--- config.mk ---
export PLATFORM = sky130hd
export DESIGN_NAME = xlat_window
export DESIGN_NICKNAME = d
export VERILOG_FILES = /design/src/rtl/xw_pkg.sv /design/src/rtl/xw_ctrl.sv /design/src/rtl/xw_datapath.sv /design/src/rtl/xlat_window.sv
export SDC_FILE = /design/constraint.sdc
export NUM_CORES = 1
export LEC_CHECK = 0
export BUFFER_PORTS_ARGS = -buffer_cell sky130_fd_sc_hd__buf_2
export CORE_UTILIZATION = 65
export DETAILED_ROUTE_END_ITERATION = 10
export PLACE_DENSITY = 0.89
export SLEW_MARGIN = 30
export SYNTH_ARGS = -nofsm -noshare
export SYNTH_HDL_FRONTEND = slang
export SYNTH_SLANG_ARGS = --single-unit
--- constraint.sdc ---
create_clock -name clk -period 12.45 [get_ports clk]
set_clock_uncertainty 0.15 [all_clocks]
set_input_delay 1.8675 -clock clk [delete_from_list [all_inputs] [get_ports clk]]
set_output_delay 1.8675 -clock clk [all_outputs]
set_load 0.005 [all_outputs]
--- src/rtl/xw_pkg.sv ---
package xw_pkg;
  localparam int REG_W   = 32;
  localparam int REG_AW  = 4;

  localparam int VALID_BIT    = 0;
  localparam int TGT_LO       = 1;
  localparam int TGT_W        = 3;
  localparam int UPPER_LO     = 8;
  localparam int HOSTONLY_BIT = 12;
  localparam int FUSE_BIT     = 13;

  localparam logic [TGT_W-1:0] TARGET_DDR = 3'b100;

  typedef enum logic [1:0] {
    SEL_CTRL   = 2'd0,
    SEL_BASE   = 2'd1,
    SEL_SIZE   = 2'd2,
    SEL_BRIDGE = 2'd3
  } regSel_e;

  typedef struct packed {
    logic    ldBase;
    logic    ldSize;
    logic    ldBridge;
    logic    ldUpper;
    logic    wrValid;
    logic    validVal;
    regSel_e rdSel;
  } xwStrobe_t;
endpackage

--- src/rtl/xw_ctrl.sv ---
module xw_ctrl
  import xw_pkg::*;
(
  input  logic        regWrEn,
  input  logic [1:0]  regWord,
  input  logic        wrValidBit,
  input  logic        validQ,
  input  logic        fuseDisable,
  output xwStrobe_t   st
);
  regSel_e sel;
  logic    locked;

  always_comb begin
    sel         = regSel_e'(regWord);
    locked      = validQ;
    st.rdSel    = sel;
    st.ldBase   = regWrEn && (sel == SEL_BASE)   && !locked;
    st.ldSize   = regWrEn && (sel == SEL_SIZE)   && !locked;
    st.ldBridge = regWrEn && (sel == SEL_BRIDGE) && !locked;
    st.wrValid  = regWrEn && (sel == SEL_CTRL);
    st.ldUpper  = regWrEn && (sel == SEL_CTRL)   && !locked;
    st.validVal = wrValidBit && !fuseDisable;
  end
endmodule

--- src/rtl/xw_datapath.sv ---
module xw_datapath
  import xw_pkg::*;
#(
  parameter int DATA_W  = 32,
  parameter int UPPER_W = 4
) (
  input  logic                        clk,
  input  logic                        rstN,
  input  xwStrobe_t                   st,
  input  logic [DATA_W-1:0]           wrData,
  input  logic                        fuseDisable,
  input  logic [DATA_W-1:0]           reqAddr,
  output logic [DATA_W-1:0]           rdData,
  output logic                        validQ,
  output logic                        reqHit,
  output logic [DATA_W+UPPER_W-1:0]   xlatAddr,
  output logic [TGT_W-1:0]            xlatTarget
);
  localparam int XLAT_W = DATA_W + UPPER_W;

  logic [DATA_W-1:0]  baseQ, sizeQ, bridgeQ;
  logic [UPPER_W-1:0] upperQ;
  logic               validEff;
  logic [DATA_W:0]    endSum;
  logic [DATA_W-1:0]  offset;
  logic [XLAT_W-1:0]  xlatSum;
  logic               inWin;
  logic [DATA_W-1:0]  ctrlWord;

  always_ff @(posedge clk or negedge rstN) begin
    if (!rstN) begin
      baseQ   <= '0;
      sizeQ   <= '0;
      bridgeQ <= '0;
      upperQ  <= '0;
      validQ  <= 1'b0;
    end else begin
      if (st.ldBase)   baseQ   <= wrData;
      if (st.ldSize)   sizeQ   <= wrData;
      if (st.ldBridge) bridgeQ <= wrData;
      if (st.ldUpper)  upperQ  <= wrData[UPPER_LO +: UPPER_W];
      if (fuseDisable)     validQ <= 1'b0;
      else if (st.wrValid) validQ <= st.validVal;
    end
  end

  always_comb begin
    validEff = validQ && !fuseDisable;
    endSum   = {1'b0, baseQ} + {1'b0, sizeQ};
    inWin    = validEff && (sizeQ != '0) && (reqAddr >= baseQ)
               && ({1'b0, reqAddr} < endSum);
    offset   = reqAddr - baseQ;
    xlatSum  = {upperQ, bridgeQ} + {{UPPER_W{1'b0}}, offset};
    reqHit     = inWin;
    xlatAddr   = inWin ? xlatSum : '0;
    xlatTarget = inWin ? TARGET_DDR : '0;
  end

  always_comb begin
    ctrlWord                        = '0;
    ctrlWord[VALID_BIT]             = validEff;
    ctrlWord[TGT_LO +: TGT_W]       = TARGET_DDR;
    ctrlWord[UPPER_LO +: UPPER_W]   = upperQ;
    ctrlWord[HOSTONLY_BIT]          = 1'b1;
    ctrlWord[FUSE_BIT]              = fuseDisable;
    unique case (st.rdSel)
      SEL_CTRL:   rdData = ctrlWord;
      SEL_BASE:   rdData = baseQ;
      SEL_SIZE:   rdData = sizeQ;
      SEL_BRIDGE: rdData = bridgeQ;
      default:    rdData = '0;
    endcase
  end

  // configuration frozen across any cycle that begins with valid set
  p_lock_cfg_r7: assert property (@(posedge clk) disable iff (!rstN)
    validQ |=> ($stable(baseQ) && $stable(sizeQ) && $stable(bridgeQ) && $stable(upperQ)));

  // fuse blocks hits and clears the stored valid bit
  p_fuse_nohit_r9: assert property (@(posedge clk) disable iff (!rstN)
    fuseDisable |-> !reqHit);
  p_fuse_clear_r9: assert property (@(posedge clk) disable iff (!rstN)
    fuseDisable |=> !validQ);

  // hits need a valid entry and a non-empty window
  p_hit_valid_r4: assert property (@(posedge clk) disable iff (!rstN)
    reqHit |-> validQ);
  p_zero_size_r4: assert property (@(posedge clk) disable iff (!rstN)
    (sizeQ == '0) |-> !reqHit);
endmodule

--- src/rtl/xlat_window.sv ---
module xlat_window
  import xw_pkg::*;
#(
  parameter int DATA_W  = 32,
  parameter int UPPER_W = 4
) (
  input  logic                      clk,
  input  logic                      rstN,
  input  logic                      fuseDisable,
  input  logic                      regWrEn,
  input  logic [REG_AW-1:0]         regAddr,
  input  logic [DATA_W-1:0]         regWrData,
  output logic [DATA_W-1:0]         regRdData,
  input  logic [DATA_W-1:0]         reqAddr,
  output logic                      reqHit,
  output logic [DATA_W+UPPER_W-1:0] xlatAddr,
  output logic [TGT_W-1:0]          xlatTarget
);
  xwStrobe_t st;
  logic      validQ;
  logic      alignedWr;

  assign alignedWr = regWrEn && (regAddr[1:0] == 2'b00);

  xw_ctrl ctrl_i (
    .regWrEn     (alignedWr),
    .regWord     (regAddr[3:2]),
    .wrValidBit  (regWrData[VALID_BIT]),
    .validQ      (validQ),
    .fuseDisable (fuseDisable),
    .st          (st)
  );

  xw_datapath #(.DATA_W(DATA_W), .UPPER_W(UPPER_W)) dp_i (
    .clk         (clk),
    .rstN        (rstN),
    .st          (st),
    .wrData      (regWrData),
    .fuseDisable (fuseDisable),
    .reqAddr     (reqAddr),
    .rdData      (regRdData),
    .validQ      (validQ),
    .reqHit      (reqHit),
    .xlatAddr    (xlatAddr),
    .xlatTarget  (xlatTarget)
  );
endmodule

* Yosys cells after proc, flatten, opt, wreduce, memory -nomap -nowiden
Cells that the tools add are included.
** Word-level totals
- Input bits :: 72
- Bits in latches :: 0
- Memory bits (read-only) :: 0
- Memories :: 0
- Bits in writable memories :: 0
- Register bits :: 101
- Logic and storage cells :: 38
** Operators by class
- $mul :: 0
- Reduce and logical (&&, ||, !) cells :: 20
- Equal/unequal tests :: 3
- Divide/modulo/power cells :: 0
- Muxes and demuxes :: 5
- Add/subtract/negate cells :: 3
- Order comparisons :: 2
- Bitwise operators :: 0
- Shift-type cells :: 0
** Operator list (count)
- $pmux 32 s4 :: 1
- $add 36x32->36 :: 1
- $mux 36 :: 1
- $add 32x32->33 :: 1
- $lt 32x33->1 :: 1
- $ge 32x32->1 :: 1
- $reduce_bool 32->1 :: 1
- $sub 32x32->32 :: 1
- $logic_and 1x1->1 :: 14
- $eq 2x2->1 const B :: 2
- $logic_not 2->1 :: 2
- $mux 3 :: 1
- $eq 2x1->1 const B :: 1
- $logic_not 1->1 :: 2
- $mux 1 :: 2
- $reduce_bool 2->1 :: 1

* Depth between registers and ports, before layout
Gate-level depths: netlist of run 1.
- Depth after elaboration :: 6
- Gate-level depth with buffers :: 23

* Cells and area by module
From an unflattened synthesis of run 1, not the netlist that was laid out.
** Second synthesis, totals
- Cell total of the unflattened synthesis :: 1181
- Area total of the unflattened synthesis :: 10297.4 um2
** Modules (own cells, without submodules)
- xw_datapath :: area an instance 10204.8 um2, instances 1, cells an instance 1172
- xw_ctrl :: area an instance 80.1 um2, instances 1, cells an instance 8
- xlat_window :: area an instance 12.5 um2, instances 1, cells an instance 1

* Worst setup path after synthesis of run 1
Ideal clock, no wire load.
- Path type :: input-to-output
- Start :: in reqAddr[4]
- End :: out xlatAddr[32]
- Stages on the path :: 20
- Arrival :: 5800 ps
- Setup slack :: 4633 ps
- Path buffers :: 0
- Path through :: ha_1 > or4_1 > o21ai_0 > a211oi_1 > a41oi_2 > a21oi_1 > a31oi_1 > o21bai_1 > a21oi_1 > xnor2_1 > ha_1 > a21oi_1 > o21ai_0 > a221o_1 > a41o_1 > a21oi_1 > o211ai_1 > a21oi_1 > xnor2_1 > nor2b_1
** On the way
- Longest elaborated chain between the ends :: 4
- Elaborated cells between the ends (all ways) :: 7
** Ends and longest elaborated chain
- from (decl) :: line xlat_window.sv:14 : input logic [DATA_W-1:0] reqAddr,
- branches (longest 3 deep; another with $add 36x32->36)
- $mux 36 (*) :: line xw_datapath.sv:55 : xlatAddr = inWin ? xlatSum : '0;
- to (decl) :: line xlat_window.sv:16 : output logic [DATA_W+UPPER_W-1:0] xlatAddr,
Mark *: on every way between the ends.

* Final worst setup path of run 1
- Start :: in reqAddr[3]
- End :: out xlatAddr[32]
Same word-level chain as after synthesis.

==> results by group, run 1 <==
Outcome
  – Status: finished clean

Setup path
  – Worst Path Max Fanout: 6
  – Critical Path Sink: xlatAddr[32]
  – CP arrival: between 7 and 8 ns
  – FF-to-FF End: dp_i.bridgeQ[22]
  – FF-to-FF setup slack: ~9.6 ns
  – Worst Setup End Kind: output port
  – CP startpoint: reqAddr[3]
  – CP required: between 10 and 15 ns
  – Crit path kind: primary input to output port
  – Reg2Reg Depth: 4
  – Worst setup SP type: primary input
  – Reg2reg start: dp_i.validQ

GRT
  – Routing usage on met2: 0.605
  – Largest net degree at the start of global routing: 67
  – Total track usage: 0.384
  – First-pass GRT wire length: 49.7 mm
  – Vias in the first global route: 9371
  – Total gr overflow: 0
  – Initial antenna violation count: 1
  – Global routing usage on met3: 0.0757
  – GR peak layer: met2
  – Met1 Track Usage GR: 0.527

Power
  – Power, Total: approximately 2.6 mW
  – P_leak: 5.69 nW
  – Peak VDD IR: between 0.1 and 0.15 mV
  – PwrDens: 218 nW/µm²

Timing
  – Rel. slew slack: 0.367
  – Measured slew at the worst slew-check pin: ~0.95 ns
  – Final critical-path share of the clock period: 0.726
  – Setup violations, final: 0
  – Final count of hold timing violations: 0
  – Post-layout min period: approximately 9 ns
  – Final worst slack: 3.41 ns
  – Max Freq: between 100 and 150 MHz
  – Setup TNS: 0 ns
  – RSZ-0062 raised after global routing: no
  – Hold Slack: 0.392 ns
  – Slew Viols, Final: 0

Cells and area
  – Area of the multi-input gates: between 7000 and 8000 µm²
  – FILL cells: 1244
  – Synth-to-Final Area Change: 10.4%
  – Share of cells above drive strength 1: 0.261
  – N_diodes: 0
  – Non-Filler Instances: around 1500
  – Final Net Count: approximately 1500
  – Sequential cell area: 2530 µm²

Die
  – Core area: ~16000 µm²
  – FP Rows: 46
  – Initial Utilization: 0.673
  – Die width: 131 µm
  – Die ar.: roughly 17000 µm²
  – Die height: 131 µm
  – IO Pins: 144

Clock network
  – H-tree depth: 3
  – Register clock-pin slew on the reported worst setup and hold paths: 0.08 ns
  – Clock Latency Late Sink: ~0.36 ns
  – Clock sink count: approximately 100
  – CTS Buf Count: 9
  – Root buffer cell: clkbuf_16
  – # hold bufs at CTS: 0
  – CTS tree: yes
  – Longest Clk Path Bufs: 2
  – Setup bufs post-CTS: 0
  – Resize count post-CTS: 0

Routing
  – Residual DRC count: 0
  – Via count: 9903
  – Vias/cell: roughly 6.6
  – Detail Route Antenna Nets: 0
  – Routed len/inst: about 21 µm
  – DR pass1 iterations: 7
  – WL final: approximately 32 mm
  – DR iter-0 viols: a little over 900

Synthesis
  – Sequential-to-total area share from yosys stat: 0.235
  – Top FF cell, synth: dfrtp_1
  – #FFs+latches synth: a little over 100
  – Ys Warns: 0
  – Dominant cells by area after synthesis: dfrtp_1 (23%), ha_1 (15%), mux2_2 (13%)
  – Synth top area share: 0.235
  – Async SR Flop Fraction: 1.00
  – Syn avg cell area: just over 9 µm²
  – Syn Inst Count: ~1200
  – Count of flip-flops with a built-in enable after synthesis: 0
  – Post-Syn Area: approximately 11000 µm²
  – Yosys cell types: 80
  – Synth area leader: dfrtp_1

Worst hold path
  – Hold path start: dp_i.bridgeQ[9]
  – Hold crit path type: flip-flop to flip-flop

Placement
  – Dpl ws: roughly 3.6 ns
  – Routability cong.: 1.04
  – Detailed placement HPWL: around 25 mm
  – Placed Cells: roughly 1500
  – IO buf count: roughly 140

Run
  – # Max-Cap Violations: 0
==> layout by cell type (no fill, tap or decap), types with 15 or more instances in the layout <==
cell type,instances
buf_2,139
ha_1,129
mux2_2,124
a21oi_1,104
dfrtp_1,101
o21ai_0,62
inv_1,58
nand2_1,54
xnor2_1,51
nor2_1,49
a21o_1,41
xor2_1,32
nor2_4,27
a22o_1,25
nor2b_1,19
and3_1,16
a211oi_1,15
nor3_1,15
==> cells by family (layout without fill, tap and decap cells) <==
family / Yosys count / after routing / share of synthesized area
flops: 101 / 101 / 0.235
simple gates: 268 / 268 / 0.145
fa+ha+maj: 132 / 132 / 0.156
other cells: 1 / 2 / 0.000348
xor+xnor: 83 / 83 / 0.0675
compound gates: 345 / 345 / 0.212
buf+inv: 97 / 221 / 0.0398
mux: 133 / 133 / 0.145
==> worst max-delay path, cell delays in order <==
cell       delay [ns]
buf_2            0.11
ha_1             0.36
a21oi_1          0.11
nor4b_1          0.16
a211oi_1         0.52
a41oi_2          0.22
a21oi_1          0.50
a31oi_1          0.24
o21bai_1         0.17
a21oi_1          0.09
xnor2_1          0.16
ha_1             0.40
nand2_1          0.07
nor3_1           0.45
o2111ai_1        0.23
nand3_1          0.24
a21oi_1          0.17
o211ai_1         0.34
a21oi_1          0.15
xnor2_1          0.13
nor2b_1          0.13
buf_2            0.17
==> metal layers <==
layer | vias to the layer above | part of all wire
li1 | 4563 | -
met1 | 4757 | 0.43
met2 | 513 | 0.45
met3 | 68 | 0.092
met4 | 2 | 0.027
met5 | - | 0.00028
==> sequential cells by signal (all words and copies together) (netlist names) <==
register and flops:
dp_i.baseQ 32, dp_i.bridgeQ 32, dp_i.sizeQ 32, dp_i.upperQ 4, dp_i.validQ 1
==> Yosys cell counts (all sizes together), types with 4 or more instances <==
library cell,number
a211o,4
xor2,32
ha,129
mux2,124
a31oi,13
nor4,8
o21ai,64
o21bai,9
dfrtp,101
inv,59
nor3b,5
or3,5
a22o,25
nand3,14
xnor2,51
o211ai,9
and4,5
nand2b,13
clkbuf,25
o31ai,4
buf,13
and3,16
nor3,15
o21a,12
nand2,54
and2,7
a211oi,15
nor2b,20
nor2,78
a21o,41
a21oi,106
mux4,6
nand3b,4
nand4,14
==> metrics by stage <==
| step | cell area, µm² | util |
|---|---|---|
| 2_1_floorplan | 10800 | - |
| 3_3_place_gp | 11600 | 0.725 |
| 3_5_place_dp | 11600 | 0.725 |
| 4_1_cts | 11900 | 0.743 |
| 5_1_grt | 11900 | 0.743 |
| 6_report | 11900 | 0.743 |
==> worst min path at each step <==
stage	to	slack (ns)	cells past startpoint
3_3_place_gp	dp_i.validQ	0.37	2
4_1_cts	dp_i.bridgeQ[10]	0.39	1
5_1_grt	dp_i.bridgeQ[16]	0.42	1
2_1_floorplan	dp_i.validQ	0.35	2
6_report	dp_i.bridgeQ[9]	0.39	1
3_5_place_dp	dp_i.validQ	0.38	2
==> area by class of cell <==
class | instances | share of cell area
clock buffers | 9 | 0.0189
clock inverters | 7 | 0.00558
inverters | 59 | 0.0186
multi-input cells | 963 | 0.659
flip-flops and latches | 101 | 0.213
well taps | 216 | 0.0227
repair buffers | 146 | 0.0629
==> report_power, final <==
group          total (mW)  internal, mW  leakage, nW  switching, mW
clock               0.284         0.141        0.147          0.143
sequential          0.515         0.403         1.24          0.111
combinational        1.79         0.750         4.30           1.04
total                2.59          1.29         5.69           1.29
(Power assumes the default switching activity.)
==> inputs of run 2 (changes only) <==
--- a/config.mk
+++ b/config.mk
@@ -6,9 +6,9 @@
 export NUM_CORES = 1
 export LEC_CHECK = 0
 export BUFFER_PORTS_ARGS = -buffer_cell sky130_fd_sc_hd__buf_2
-export CORE_UTILIZATION = 65
+export CORE_UTILIZATION = 54
 export DETAILED_ROUTE_END_ITERATION = 10
-export PLACE_DENSITY = 0.89
+export PLACE_DENSITY = 0.79
 export SLEW_MARGIN = 30
 export SYNTH_ARGS = -nofsm -noshare
 export SYNTH_HDL_FRONTEND = slang
==> constraint.sdc (replaced) <==
create_clock -name clk -period 7.95 [get_ports clk]
set_clock_uncertainty 0.15 [all_clocks]
set_input_delay 1.1925 -clock clk [delete_from_list [all_inputs] [get_ports clk]]
set_output_delay 1.1925 -clock clk [all_outputs]
set_load 0.005 [all_outputs]
==> run 2 against run 1 <==
- count of clock-buffer cells in the layout is 2 higher
- via count shrank 2.7%
- flip-flop and latch count is the same
- cell count is 3.3% higher
- die area up 20%
- critical path depth did not move
- first-iteration DRC count down 28%
- clock power up 73%
- non-clock buffer count did not move
- sequential share of layout area fell by 0.17 points
- total power rose by 57%
- largest power group unchanged
==> results by group, run 2 (synthesized netlist as in run 1, its figures left out) <==
Outcome
  – Status: finished clean

GRT
  – Total gr overflow: 0 (unchanged)
  – First-pass GRT wire length: 47.9 mm (-3.8%)
  – Total track usage: 0.307 (-0.0772)
  – Initial antenna violation count: 0 (-1)
  – Largest net degree at the start of global routing: 61 (-9.0%)
  – Vias in the first global route: 8995 (-4.0%)

Timing
  – Setup TNS: 0 ns (unchanged)
  – Rel. slew slack: 0.370 (+0.00231)
  – Hold Slack: 0.394 ns (+0.00191 ns)
  – Max Freq: 132 MHz
  – Slew Viols, Final: 0 (unchanged)
  – Setup violations, final: 0 (unchanged)
  – Measured slew at the worst slew-check pin: 0.943 ns (-0.00546 ns)
  – Final critical-path share of the clock period: 0.955
  – Final count of hold timing violations: 0 (unchanged)
  – Post-layout min period: between 7 and 8 ns
  – RSZ-0062 raised after global routing: no

Setup path
  – Buffer and inverter count on the worst path: 2 (unchanged)
  – Worst setup SP type: primary input
  – Worst Path Max Fanout: 6 (unchanged)
  – Crit path kind: primary input to output port
  – Critical path's top delay family: compound AO/OA/AOI/OAI gates
  – CP arrival: 6.25 ns (-0.77 ns)
  – Worst path slowest cell: a211oi_1
  – CP most frequent cell: a21oi_1
  – Crit path cell chain: buf_2 > ha_1 > a21oi_1 > nor4b_1 > a211oi_1 > a41oi_2 > a21oi_1 > a31oi_1 > o21bai_1 > a21oi_1 > xnor2_1 > ha_1 > a21oi_1 > o21ai_0 > a221o_1 > a41o_1 > a21oi_1 > o211ai_1 > a21oi_1 > xnor2_1 > nor2b_1 > buf_2
  – CP required: 6.61 ns (-3.82 ns)
  – Worst Setup End Kind: output port
  – Max stage delay on crit path: 0.56 ns (+0.04 ns)

Clock network
  – Root buffer cell: clkbuf_16
  – CTS Buf Count: 9 (unchanged)
  – Clock sink count: 101 (unchanged)
  – CTS tree: yes
  – Clock Latency Late Sink: 0.36 ns (about the same)
  – Longest Clk Path Bufs: 2 (unchanged)
  – Resize count post-CTS: 0 (unchanged)
  – # hold bufs at CTS: 0 (unchanged)
  – H-tree depth: 3 (unchanged)
  – Setup bufs post-CTS: 0 (unchanged)
  – Register clock-pin slew on the reported worst setup and hold paths: 0.07 ns (about the same)

Cells and area
  – N_diodes: 0 (unchanged)
  – FILL cells: 1721 (+38%)
  – Area of the multi-input gates: 7830 µm² (unchanged)
  – Share of cells above drive strength 1: 0.260 (-0.000778)
  – Largest regs: dp_i.baseQ (32), dp_i.bridgeQ (32), dp_i.sizeQ (32)
  – Commonest non-fill, non-tap cell in the layout: buf_2
  – Synth-to-Final Area Change: 11.3%
  – Final Net Count: 1484 (unchanged)
  – Sequential cell area: 2530 µm² (unchanged)
  – Commonest non-fill, non-tap cells in the layout: buf_2 (139), ha_1 (129), mux2_2 (124)

Die
  – Initial Utilization: 0.551 (-0.121)
  – Core area: 19500 µm² (+22%)
  – Die ar.: 20500 µm² (+20%)
  – Die width: 143 µm (+9.6%)
  – IO Pins: 144 (unchanged)
  – Die height: 143 µm (+9.6%)
  – FP Rows: 51 (+11%)

Routing
  – Via count: 9631 (-2.7%)
  – Routed len/inst: 20.1 µm (-5.3%)
  – Residual DRC count: 0 (unchanged)
  – WL final: 31.1 mm (-2.2%)
  – Vias/cell: 6.21 (-5.8%)
  – Detail Route Antenna Nets: 0 (unchanged)
  – DR pass1 iterations: 5 (-2)
  – DR iter-0 viols: 671 (-28%)

Worst hold path
  – Hold crit path type: flip-flop to flip-flop

Run
  – # Max-Cap Violations: 0 (unchanged)

Power
  – PwrDens: 340 nW/µm² (+56%)
  – P_leak: 5.69 nW (about the same)
  – Peak VDD IR: 0.140 mV (+20%)

Placement
  – Routability cong.: 0.960 (-7.6%)
  – Detailed placement HPWL: 24.5 mm (-1.1%)
  – IO buf count: 141 (unchanged)
==> run 2: routing by layer <==
| metal | wire length, µm | vias to the layer above | global-route usage |
|---|---|---|---|
| met5 | 0 | - | 0 |
| li1 | - | 4573 | - |
| met1 | 14200 | 4640 | 0.432 |
| met4 | 749 | 0 | 0.0996 |
| met3 | 2130 | 46 | 0.0409 |
| met2 | 14000 | 372 | 0.483 |
==> run 2: worst paths after layout <==
path,from,to,slack [ns],depth (start not counted)
max,reqAddr[3],xlatAddr[32],0.36,22
min,dp_i.validQ,dp_i.validQ,0.39,2
min in group asynchronous,rstN,dp_i.bridgeQ[22],0.65,1
min reg2reg,dp_i.validQ,dp_i.validQ,0.39,2
max in group asynchronous,rstN,dp_i.bridgeQ[4],5.79,2
max reg2reg,dp_i.validQ,dp_i.sizeQ[24],5.25,4
==> run 2: cell type report <==
cell class,count,area share
clock buffer,11,0.0203
multi-input combinational,963,0.653
inverter,59,0.0185
tap,265,0.0277
timing repair buffer,146,0.0624
clock inverter,5,0.00700
sequential,101,0.211
==> run 2: worst min-delay path, delay by kind of cell (launching register included) <==
| kind | cells | cell delay [ns] |
|---|---|---|
| DFF | 1 | 0.36 |
| and+or+nand+nor | 1 | 0.08 |
| muxes | 1 | 0.07 |
==> run 2: power by group <==
| group | internal (mW) | total, mW | switching (mW) |
|---|---|---|---|
| registers | 0.632 | 0.802 | 0.170 |
| logic | 1.17 | 2.77 | 1.60 |
| clock network | 0.285 | 0.492 | 0.207 |
| total | 2.09 | 4.07 | 1.98 |
==> run 2: through the flow <==
stage	area, µm²	utilization	setup WS [ns]	std cells	power, mW
2_1_floorplan	10800	-	1.48	1161	2.86
3_5_place_dp	11700	0.597	0.474	1534	3.51
4_1_cts	12000	0.614	0.370	1550	4.03
6_report	12000	0.614	0.356	1550	4.07
3_3_place_gp	11700	0.597	0.530	1534	3.47
5_1_grt	12000	0.614	0.0473	1550	4.39
==> inputs of run 3 (changes only) <==
--- a/config.mk
+++ b/config.mk
@@ -8,8 +8,9 @@
 export BUFFER_PORTS_ARGS = -buffer_cell sky130_fd_sc_hd__buf_2
 export CORE_UTILIZATION = 54
 export DETAILED_ROUTE_END_ITERATION = 10
-export PLACE_DENSITY = 0.79
+export PLACE_DENSITY = 0.8
 export SLEW_MARGIN = 30
 export SYNTH_ARGS = -nofsm -noshare
 export SYNTH_HDL_FRONTEND = slang
+export SYNTH_HIERARCHICAL = 1
 export SYNTH_SLANG_ARGS = --single-unit
==> run 3 against run 2 <==
- first-iteration DRC count rose by 32%
- hold slack improved by 0.0062 ns
- register-to-register slack improved by 0.55 ns
- maximum frequency rose by 4.2%
- synthesized cell count rose by 1.8%
- setup slack improved by 0.31 ns
- global-route usage rose by 1.0 points
- largest cell class unchanged
- critical path type unchanged
- count of clock-buffer cells in the layout rose by 1
- core utilization fell by 0.27 points
- highest routed layer is now met5
- total power fell by 6.0%
==> results by group, run 3 <==
Placement
  – Placed Cells: 1517 (-1.1%)
  – Post-placement cell area: 11100 µm² (-4.5%)
  – IO buf count: 141 (unchanged)
  – Dpl ws: 0.758 ns (+0.284 ns)
  – Routability cong.: 0.982 (+2.3%)
  – Detailed placement HPWL: 24.5 mm (about the same)

Cells and area
  – Sequential cell area: 2530 µm² (unchanged)
  – Area of the multi-input gates: 7290 µm² (-6.8%)
  – Final Net Count: 1498 (+0.94%)
  – Commonest non-fill, non-tap cell in the layout: buf_2
  – Largest regs: dp_i/baseQ (32), dp_i/bridgeQ (32), dp_i/sizeQ (32)
  – FILL cells: 1665 (-3.3%)
  – Synth-to-Final Area Change: 11.0%
  – Design area: 11400 µm² (-4.6%)
  – Commonest non-fill, non-tap cells in the layout: buf_2 (140), ha_1 (129), o21ai_0 (109)
  – Share of cells above drive strength 1: 0.202 (-0.0582)
  – Non-Filler Instances: 1536 (-0.90%)

Setup path
  – FF-to-FF End: dp_i/bridgeQ[20]
  – Worst Setup End Kind: output port
  – FF-to-FF setup slack: 5.80 ns (+0.55 ns)
  – CP arrival: 5.94 ns (-0.31 ns)
  – Buffer and inverter count on the worst path: 3 (+1)
  – Worst path slowest cell: fa_1
  – Crit path kind: primary input to output port
  – Critical Path Sink: xlatAddr[34]
  – Worst Path Max Fanout: 5 (-1)
  – Reg2Reg Depth: 2 (-2)
  – Crit path cell chain: buf_2 > inv_1 > ha_1 > fa_1 > nand2b_1 > a21o_1 > a31oi_2 > a31oi_1 > o21bai_1 > a21oi_1 > o31a_1 > o21ai_0 > a21oi_1 > xnor2_1 > ha_1 > and2_1 > a311o_1 > a41o_1 > a221o_1 > nand3_1 > xor2_1 > nor2_1 > buf_2
  – Max stage delay on crit path: 0.40 ns (-0.16 ns)
  – Worst setup SP type: primary input
  – CP required: 6.61 ns (about the same)
  – Critical path's top delay family: compound AO/OA/AOI/OAI gates
  – Critical Path Stages: 23 (+4.5%)
  – Reg2reg start: dp_i/validQ
  – CP startpoint: reqAddr[0]

GRT
  – First-pass GRT wire length: 48.3 mm (+1.0%)
  – GR peak layer: met2
  – Initial antenna violation count: 5 (+5)
  – Routing usage on met2: 0.468 (-0.0150)
  – Total track usage: 0.317 (+0.0103)
  – Global routing usage on met3: 0.0564 (+0.0155)
  – Largest net degree at the start of global routing: 64 (+4.9%)
  – Met1 Track Usage GR: 0.463 (+0.0309)
  – Vias in the first global route: 8921 (-0.82%)
  – Total gr overflow: 0 (unchanged)

Die
  – Core area: 18700 µm² (-4.2%)
  – Die height: 140 µm (-2.2%)
  – Initial Utilization: 0.551 (-0.000761)
  – Die width: 140 µm (-2.2%)
  – FP Rows: 50 (-2.0%)
  – Die ar.: 19600 µm² (-4.3%)
  – IO Pins: 144 (unchanged)

Synthesis
  – Synth Area in Compound Gates: 0.242 (+0.0297)
  – Post-synthesis simple-gate area fraction: 0.139 (-0.00523)
  – Synth top area share: 0.245 (+0.0106)
  – Top FF cell, synth: dfrtp_1
  – Count of flip-flops with a built-in enable after synthesis: 0 (unchanged)
  – Syn Inst Count: 1181 (+1.8%)
  – Synth area leader: dfrtp_1
  – Most common cell in the netlist: ha_1
  – Syn avg cell area: 8.72 µm² (-6.0%)
  – #FFs+latches synth: 101 (unchanged)
  – Post-Syn Area: 10300 µm² (-4.3%)
  – Multiplexer area fraction after synthesis: 0.0882 (-0.0569)
  – Largest family of logic cells by synthesized area: compound AO/OA/AOI/OAI gates
  – Ys Warns: 6 (+6)
  – Dominant cells by area after synthesis: dfrtp_1 (25%), ha_1 (16%), mux2_2 (7.2%)
  – Sequential-to-total area share from yosys stat: 0.245 (+0.0106)
  – Async SR Flop Fraction: 1.00 (unchanged)
  – Post-synthesis adder-cell area fraction: 0.163 (+0.00705)
  – Yosys cell types: 75 (-6.3%)
  – Post-synthesis xor/xnor area fraction: 0.0748 (+0.00731)
  – Post-synth top cells: ha_1 (129), o21ai_0 (109), nand2_1 (108), dfrtp_1 (101), a21oi_1 (93)

Timing
  – Setup violations, final: 0 (unchanged)
  – Slew Viols, Final: 0 (unchanged)
  – Final worst slack: 0.663 ns (+0.307 ns)
  – Setup TNS: 0 ns (unchanged)
  – Max Freq: 137 MHz (+4.2%)
  – Measured slew at the worst slew-check pin: 1.02 ns (+0.0803 ns)
  – Rel. slew slack: 0.318 (-0.0522)
  – Final critical-path share of the clock period: 0.917 (-0.0386)
  – RSZ-0062 raised after global routing: no
  – Post-layout min period: 7.29 ns (-0.307 ns)
  – Final count of hold timing violations: 0 (unchanged)

Clock network
  – CTS tree: yes
  – Setup bufs post-CTS: 0 (unchanged)
  – Register clock-pin slew on the reported worst setup and hold paths: 0.07 ns (about the same)
  – Clock Latency Late Sink: 0.36 ns (about the same)
  – Resize count post-CTS: 0 (unchanged)
  – Longest Clk Path Bufs: 2 (unchanged)
  – Clock sink count: 101 (unchanged)
  – Root buffer cell: clkbuf_16
  – CTS Buf Count: 9 (unchanged)
  – H-tree depth: 3 (unchanged)
  – # hold bufs at CTS: 0 (unchanged)

Power
  – P_leak: 5.59 nW (-1.8%)
  – PwrDens: 335 nW/µm² (-1.4%)
  – Peak VDD IR: 0.126 mV (-10%)

Routing
  – Via count: 9703 (+0.75%)
  – DR iter-0 viols: 888 (+32%)
  – DR pass1 iterations: 5 (unchanged)
  – Routed len/inst: 20.2 µm (+0.71%)
  – WL final: 31.0 mm (-0.20%)
  – Residual DRC count: 0 (unchanged)
  – Detail Route Antenna Nets: 0 (unchanged)
  – Vias/cell: 6.32 (+1.7%)

Run
  – # Max-Cap Violations: 0 (unchanged)

Worst hold path
  – Hold crit path type: flip-flop to flip-flop

Outcome
  – Status: finished clean
run 3: cell types whose count changed after synthesis, moves of 11 or more:
cell,delta
a21o_1,+21
a21oi_1,-11
mux2_2,-58
nand2_1,+54
nor2_1,+12
nor2_4,-27
o21ai_0,+47
run 3: worst min path at each step:
stage	to	cells past startpoint	from	slack [ns]
global placement	dp_i/bridgeQ[11]	1	dp_i/bridgeQ[11]	0.38
floorplan	dp_i/bridgeQ[10]	1	dp_i/bridgeQ[10]	0.35
CTS	dp_i/bridgeQ[11]	1	dp_i/bridgeQ[11]	0.40
global route	dp_i/bridgeQ[11]	1	dp_i/bridgeQ[11]	0.41
detailed placement	dp_i/bridgeQ[11]	1	dp_i/bridgeQ[11]	0.39
finish	dp_i/bridgeQ[11]	1	dp_i/bridgeQ[11]	0.40
run 3: cell type report:
class / count / area share
tap: 234 / 0.0256
antenna: 3 / 0.000657
sequential: 101 / 0.221
clock buffer: 12 / 0.0207
multi-input combinational: 967 / 0.638
inverter: 66 / 0.0217
timing repair buffer: 149 / 0.0672
clock inverter: 4 / 0.00482
run 3: per-stage QoR:
stage / utilization / hold slack, ns / power [mW]
2_1_floorplan: - / 0.355 / 2.72
3_3_place_gp: 0.595 / 0.381 / 3.26
3_5_place_dp: 0.595 / 0.388 / 3.31
4_1_cts: 0.611 / 0.403 / 3.78
5_1_grt: 0.611 / 0.414 / 4.13
6_report: 0.611 / 0.400 / 3.83
run 3: kinds of logic (layout without fill, tap and decap cells):
family	count (synthesis)	count (layout)
DFF	101	101
xor gates and xnor gates	88	88
other	1	5
muxes	75	75
buffers and inverters	114	231
adders and majority gates	132	132
AOI/OAI and AO/OA	379	379
and+or+nand+nor	291	291
run 3: metal layers:
metal	part of all wire	vias to the layer above
li1	-	4529
met1	0.45	4599
met2	0.42	506
met3	0.098	65
met4	0.030	4
met5	0.00097	-
run 3: power by group:
group	internal, mW	total (mW)	switching [mW]
Sequential	0.633	0.791	0.158
Combinational	1.14	2.58	1.44
Clock	0.247	0.454	0.206
